## config.mk

```make
export PLATFORM = sky130hd
export DESIGN_NAME = sar_conv_ctrl
export DESIGN_NICKNAME = d
export VERILOG_FILES = /design/src/rtl/sar_pkg.sv /design/src/rtl/sar_start_gate.sv /design/src/rtl/sar_engine.sv /design/src/rtl/sar_bus_out.sv /design/src/rtl/sar_conv_ctrl.sv
export SDC_FILE = /design/constraint.sdc
export NUM_CORES = 1
export LEC_CHECK = 0
export ABC_AREA = 0
export ABC_CLOCK_PERIOD_IN_PS = 7060
export BUFFER_PORTS_ARGS = -buffer_cell sky130_fd_sc_hd__buf_2
export CORE_MARGIN = 8
export CORE_UTILIZATION = 60
export CTS_CLUSTER_SIZE = 24
export DETAILED_ROUTE_END_ITERATION = 7
export PLACE_DENSITY = 0.84
export RECOVER_POWER = 25
export REMOVE_ABC_BUFFERS = 1
export SLEW_MARGIN = 5
export SYNTH_ARGS = -nofsm -noshare
export SYNTH_HDL_FRONTEND = slang
export SYNTH_SLANG_ARGS = --single-unit
```

## constraint.sdc

```tcl
create_clock -name clk -period 7.06 [get_ports clk]
set_clock_uncertainty 0.1 [all_clocks]
set_input_delay 0.706 -clock clk [delete_from_list [all_inputs] [get_ports clk]]
set_output_delay 0.706 -clock clk [all_outputs]
set_load 0.03 [all_outputs]
```

## src/rtl/sar_pkg.sv

```systemverilog
package sar_pkg;
  typedef enum logic [1:0] {
    ENG_IDLE = 2'd0,
    ENG_RUN  = 2'd1,
    ENG_DONE = 2'd2
  } eng_state_t;
endpackage

```

## src/rtl/sar_start_gate.sv

```systemverilog
module sar_start_gate #(
  parameter int SYNC = 2
) (
  input  logic clk,
  input  logic rst,
  input  logic strobe_a,
  input  logic sel_n_a,
  input  logic upper_a,
  input  logic busy_i,
  output logic start_o,
  output logic strobe_s,
  output logic sel_n_s,
  output logic upper_s
);
  logic [SYNC-1:0] strobe_sh, sel_sh, upper_sh;
  logic            strobe_prev;

  always_ff @(posedge clk) begin
    if (rst) begin
      strobe_sh   <= '1;
      sel_sh      <= '1;
      upper_sh    <= '0;
      strobe_prev <= 1'b1;
    end else begin
      strobe_sh   <= {strobe_sh[SYNC-2:0], strobe_a};
      sel_sh      <= {sel_sh[SYNC-2:0], sel_n_a};
      upper_sh    <= {upper_sh[SYNC-2:0], upper_a};
      strobe_prev <= strobe_sh[SYNC-1];
    end
  end

  assign strobe_s = strobe_sh[SYNC-1];
  assign sel_n_s  = sel_sh[SYNC-1];
  assign upper_s  = upper_sh[SYNC-1];

  // falling strobe, qualified by select, upper-byte and idle
  assign start_o = strobe_prev & ~strobe_s & ~sel_n_s & ~upper_s & ~busy_i;
endmodule

```

## src/rtl/sar_engine.sv

```systemverilog
module sar_engine
  import sar_pkg::*;
#(
  parameter int NBITS       = 12,
  parameter int CONV_CYCLES = 270
) (
  input  logic             clk,
  input  logic             rst,
  input  logic             start_i,
  input  logic             cmp_i,
  output logic             busy_o,
  output logic [NBITS-1:0] trial_o,
  output logic [NBITS-1:0] result_o
);
  localparam int STEP = CONV_CYCLES / NBITS;
  localparam int CW   = (STEP > 1) ? $clog2(STEP) : 1;
  localparam int IW   = $clog2(NBITS);
  localparam logic [NBITS-1:0] MSB_ONLY = {1'b1, {(NBITS-1){1'b0}}};

  eng_state_t       state_q;
  logic [CW-1:0]    cnt_q;
  logic [IW-1:0]    idx_q;
  logic [NBITS-1:0] trial_q, result_q;

  always_ff @(posedge clk) begin
    if (rst) begin
      state_q  <= ENG_IDLE;
      cnt_q    <= '0;
      idx_q    <= '0;
      trial_q  <= '0;
      result_q <= '0;
    end else begin
      case (state_q)
        ENG_IDLE: begin
          if (start_i) begin
            state_q <= ENG_RUN;
            cnt_q   <= '0;
            idx_q   <= IW'(NBITS-1);
            trial_q <= MSB_ONLY;
          end
        end
        ENG_RUN: begin
          if (cnt_q == CW'(STEP-1)) begin
            cnt_q          <= '0;
            trial_q[idx_q] <= cmp_i;
            if (idx_q == '0) begin
              result_q <= {trial_q[NBITS-1:1], cmp_i};
              state_q  <= ENG_DONE;
            end else begin
              idx_q                <= idx_q - 1'b1;
              trial_q[idx_q - 1'b1] <= 1'b1;
            end
          end else begin
            cnt_q <= cnt_q + 1'b1;
          end
        end
        ENG_DONE: state_q <= ENG_IDLE;
        default:  state_q <= ENG_IDLE;
      endcase
    end
  end

  assign busy_o   = (state_q != ENG_IDLE);
  assign trial_o  = trial_q;
  assign result_o = result_q;

  // bit index moves only at slot ends, whatever the inputs do
  a_r3_idx_steady: assert property (@(posedge clk) disable iff (rst)
    (state_q == ENG_RUN && cnt_q != CW'(STEP-1)) |=> $stable(idx_q));

  // busy released only right after the result latch cycle
  a_r2_release_after_latch: assert property (@(posedge clk) disable iff (rst)
    $fell(busy_o) |-> $past(state_q) == ENG_DONE);

  // first trial word is the MSB alone
  a_r7_first_trial: assert property (@(posedge clk) disable iff (rst)
    $rose(busy_o) |-> trial_q == MSB_ONLY);
endmodule

```

## src/rtl/sar_bus_out.sv

```systemverilog
module sar_bus_out #(
  parameter int NBITS = 12,
  parameter int NIB   = 4
) (
  input  logic             clk,
  input  logic             rst,
  input  logic             strobe_s,
  input  logic             sel_n_s,
  input  logic             upper_s,
  input  logic             busy_i,
  input  logic [NBITS-1:0] result_i,
  output logic [NBITS-1:0] data_o,
  output logic [NBITS-1:0] oe_o
);
  localparam int MID = NBITS - 2*NIB;

  logic [NBITS-1:0] split_w, data_q, oe_q;
  logic             upper_q;

  assign split_w = {result_i[NBITS-1 -: NIB], {MID{1'b0}}, result_i[NBITS-1 -: NIB]};

  always_ff @(posedge clk) begin
    if (rst) begin
      data_q  <= '0;
      oe_q    <= '0;
      upper_q <= 1'b0;
    end else begin
      data_q  <= upper_s ? split_w : result_i;
      upper_q <= upper_s;
      oe_q    <= {NBITS{strobe_s & ~sel_n_s & ~busy_i}};
    end
  end

  assign data_o = data_q;
  assign oe_o   = oe_q;

  // an enabled bus never coincides with a running conversion
  a_r4_oe_idle: assert property (@(posedge clk) disable iff (rst)
    (|oe_q) |-> !busy_i);

  // middle pins forced low in split format
  a_r6_mid_low: assert property (@(posedge clk) disable iff (rst)
    upper_q |-> data_q[2*NIB-1:NIB] == '0);
endmodule

```

## src/rtl/sar_conv_ctrl.sv

```systemverilog
module sar_conv_ctrl #(
  parameter int NBITS       = 12,
  parameter int CONV_CYCLES = 270
) (
  input  logic             clk,
  input  logic             rst,
  input  logic             strobe,
  input  logic             sel_n,
  input  logic             upper_en,
  input  logic             cmp_in,
  output logic             rdy,
  output logic [NBITS-1:0] trial_word,
  output logic [NBITS-1:0] bus_data,
  output logic [NBITS-1:0] bus_oe
);
  logic             start_w, busy_w, strobe_s, sel_n_s, upper_s;
  logic [NBITS-1:0] result_w;

  sar_start_gate #(.SYNC(2)) u_gate (
    .clk(clk), .rst(rst),
    .strobe_a(strobe), .sel_n_a(sel_n), .upper_a(upper_en),
    .busy_i(busy_w), .start_o(start_w),
    .strobe_s(strobe_s), .sel_n_s(sel_n_s), .upper_s(upper_s)
  );

  sar_engine #(.NBITS(NBITS), .CONV_CYCLES(CONV_CYCLES)) u_eng (
    .clk(clk), .rst(rst), .start_i(start_w), .cmp_i(cmp_in),
    .busy_o(busy_w), .trial_o(trial_word), .result_o(result_w)
  );

  sar_bus_out #(.NBITS(NBITS), .NIB(NBITS/3)) u_bus (
    .clk(clk), .rst(rst),
    .strobe_s(strobe_s), .sel_n_s(sel_n_s), .upper_s(upper_s),
    .busy_i(busy_w), .result_i(result_w),
    .data_o(bus_data), .oe_o(bus_oe)
  );

  assign rdy = ~busy_w;

  // conversion begins only from idle
  a_r1_start_from_idle: assert property (@(posedge clk) disable iff (rst)
    $fell(rdy) |-> $past(rdy) && !$past(sel_n_s) && !$past(upper_s));
endmodule

```

==> results.md <==
* # rows at 24
* Hold WC Path Type: reg -> reg
* Final Hold Vio Count at 0
* Diode count at 0
* Final cell count without fillers at 349
* # IOs at 43
* TritonCTS Buffers at 5
* Max frequency at 0.318 GHz
* Reg clk slew, reported paths at 90 ps
* Grt ovf at 0
* Antenna viol nets, final at 0
* Pleak at 1.08 nW
* Postcts setup bufs at 0
* I/O Buffers at 42
* Register area at 1100 sq um
* Crit path kind: in -> reg
* Die W at 82.4 um
* Crit path required time at 7170 ps
* Failing checks: max-capacitance violations, max-slew violations
* #FFs+latches synth at 55
* Per-cell routed wire length at 15.3 um
* CTS hold repair buffers at 0
* Crit-path max FO at 44
* Clock root buffer: clkbuf_8
* Core Region at 4290 sq um
* Initial core utilization at 61.5%
* Chip Height at 82.4 um
* Psw at 0.115 mW
* Worst VDD drop at 88.4 uV
* Comb pwr share at 5.2%
* Via count at 2010
* # H-tree levels at 2
* CP endpoint kind: flop
* # DRC at 0
* Setup TNS at 0 ps
* Fin util at 65.8%
* Worst Path Arrival at 3250 ps
* Vias in the first global route at 1787
* PwrDens at 181 nW/um^2
* Share of layout cells above drive strength 1 at 19.9%
* Area occupied by multi-input gates at 1330 sq um
* Maxcap violations at 1
* Sequential area share after synthesis at 41.7%
* RSZ-0062 raised after global routing: no
* Initial antenna violation count at 0
* Post-route minimum period at 3150 ps
* Number of flops mapped to enable cells by yosys at 0
* Final number of setup-violating endpoints at 0
* Post-CTS Resized at 0
* RD Place Congestion at 0.879
* Outcome: complete, but fails checks
* Worst-margin pin slew at 1770 ps
* Int Power at 0.398 mW
* DRT iter0 DRCs at 249
* CTS sink count at 55
* Worst Setup Start Kind: input pin
* Die ar. at 6780 sq um
* Largest net degree at the start of global routing at 45
* Fillers at 368
* Rel. slew slack at -17.9%
* Switching part of the total at 22.3%
* Clk buf depth at 2
* Asr flop ratio synth at 0%
* Total power at 0.513 mW
* First-pass GRT wire length at 8.75 mm
* Vias per inst at 5.76
* Skew-Pair Late Insertion Delay at 310 ps
* Predominant post-synthesis flop cell: dfxtp_1
* Drt first pass iters at 4
* Final WL at 5.35 mm
* CTS tree: yes
* Fin crit share at 44.6%
* Sequential share of power at 61.5%
* HPWL after DPL at 3.72 mm
* Clock power share at 33.3%
* Placed Cells at 342
* Mapped Area at 2640 sq um
* Final net count at 311
* YS warnings at 0
* Area grow syn2layout at 6.96%
* Total GRT Usage at 16.1%
* Post-Syn Area per Cell at 9.50 sq um
* Final Max Tran Viols at 45
* Post-synth cell types at 54
* Synthesized instance count at 278
critical path: stages:
cell       delay [ps]
clkbuf_1         1240
inv_1             490
nand3_1           460
o2bb2ai_1         130
a31o_2            220
cells in the final DEF (no fill, tap or decap), types with 2 or more instances in the layout:
master and count:
nand2b_1 4, a221oi_1 2, nor4_1 2, nand2_1 7
nand3_1 2, o31ai_1 3, buf_2 34, o2bb2ai_1 2
xnor2_1 4, or2_2 6, a32oi_1 3, a32o_1 4
clkbuf_1 8, nor2b_1 8, a31o_2 2, mux2i_1 20
ha_1 8, nand3b_1 3, nor3_1 8, nor4b_1 2
inv_1 10, nor2_1 28, clkbuf_8 6, dfxtp_1 55
and3_1 3, a211oi_1 5, and2_1 5, a2111oi_0 6
nand4b_1 2, o21ai_0 18, a21oi_1 3
cells in the mapped netlist (2+ instances only):
library cell / count / area share [%]
nor4_1: 2 / 0.47
a32o_1: 4 / 1.5
mux2i_1: 20 / 7.6
nor4b_1: 2 / 0.66
o2bb2ai_1: 2 / 0.66
clkbuf_1: 16 / 2.3
nand4b_1: 2 / 0.66
nor2_1: 28 / 4.0
xnor2_1: 4 / 1.3
buf_4: 12 / 3.4
a21oi_1: 3 / 0.57
buf_6: 2 / 0.85
nand3_1: 2 / 0.38
nor2b_1: 8 / 1.9
inv_1: 10 / 1.4
ha_1: 8 / 3.8
a221oi_1: 2 / 0.66
and2_1: 5 / 1.2
o21ai_0: 18 / 3.4
o31ai_1: 3 / 0.85
a2111oi_0: 6 / 2.0
nand3b_1: 3 / 0.85
and3_1: 3 / 0.71
nor3_1: 8 / 1.5
a211oi_1: 5 / 1.4
nand2_1: 7 / 0.99
nand2b_1: 4 / 0.95
a32oi_1: 3 / 0.99
or2_2: 6 / 1.4
a31o_2: 2 / 0.66
dfxtp_1: 55 / 42
final timing paths:
check                         startpoint                             end  slack [ps]  cells after the start
max                                  rst   u_eng.trial_o[9]$_SDFFE_PP0P_        3910                      5
min          u_gate.sel_sh[0]$_SDFF_PP1_     u_gate.sel_sh[1]$_SDFF_PP1_         310                      1
max reg2reg  u_eng.idx_q[0]$_SDFFE_PP0P_  u_eng.result_o[2]$_SDFFE_PP0P_        4370                      7
min reg2reg  u_gate.sel_sh[0]$_SDFF_PP1_     u_gate.sel_sh[1]$_SDFF_PP1_         310                      1
flip-flops by register name, indices dropped and copies added (netlist names):
register,count
u_gate.strobe_sh,2
u_eng.cnt_q,5
u_eng.trial_o,12
u_gate.sel_sh,2
u_bus.data_o,12
u_gate.strobe_prev,1
u_eng.state_q,2
u_gate.upper_sh,2
u_eng.idx_q,4
u_eng.result_o,12
u_bus.oe_o,1
power by group through the flow:
stage / Combinational [mW] / Sequential (mW) / Clock (mW)
global placement: 0.0259 / 0.322 / 0
global route: 0.0290 / 0.316 / 0.186
CTS: 0.0264 / 0.315 / 0.175
floorplan: 0.0122 / 0.326 / 0
detailed placement: 0.0263 / 0.323 / 0
finish: 0.0264 / 0.315 / 0.171
cells by family (layout without fill, tap and decap cells):
kind of cell | count (synthesis) | in the layout | synth area share [%]
xor+xnor | 4 | 4 | 1.33
mux | 21 | 21 | 8.01
simple gates | 87 | 87 | 18.0
flops | 55 | 55 | 41.7
fa+ha+maj | 8 | 8 | 3.79
buf+inv | 41 | 60 | 8.10
compound gates | 62 | 62 | 19.0
layout make-up:
type,instances,share of cell area (%)
repair buffers,43,7.35
multi-input cells,182,46.9
clock inverters,1,0.177
well taps,52,2.30
clock buffers,6,2.92
inverters,10,1.33
flip-flops and latches,55,39.0
per-stage QoR:
| step | area (sq um) | hold WS, ps | worst slack [ps] |
|---|---|---|---|
| global route | 2830 | 330 | 3660 |
| CTS | 2840 | 313 | 4410 |
| finish | 2830 | 314 | 3910 |
| detailed placement | 2750 | 294 | 4420 |
| global placement | 2750 | 292 | 4550 |
| floorplan | 2460 | 289 | 3670 |
layer usage:
layer,GRT usage [%],vias to the layer above,wire (um)
li1,-,1019,-
met1,20.3,951,2370
met5,0,-,0
met4,4.74,0,58
met2,26.9,35,2670
met3,3.68,5,258
Note: power is estimated with default switching activity, not from simulation.
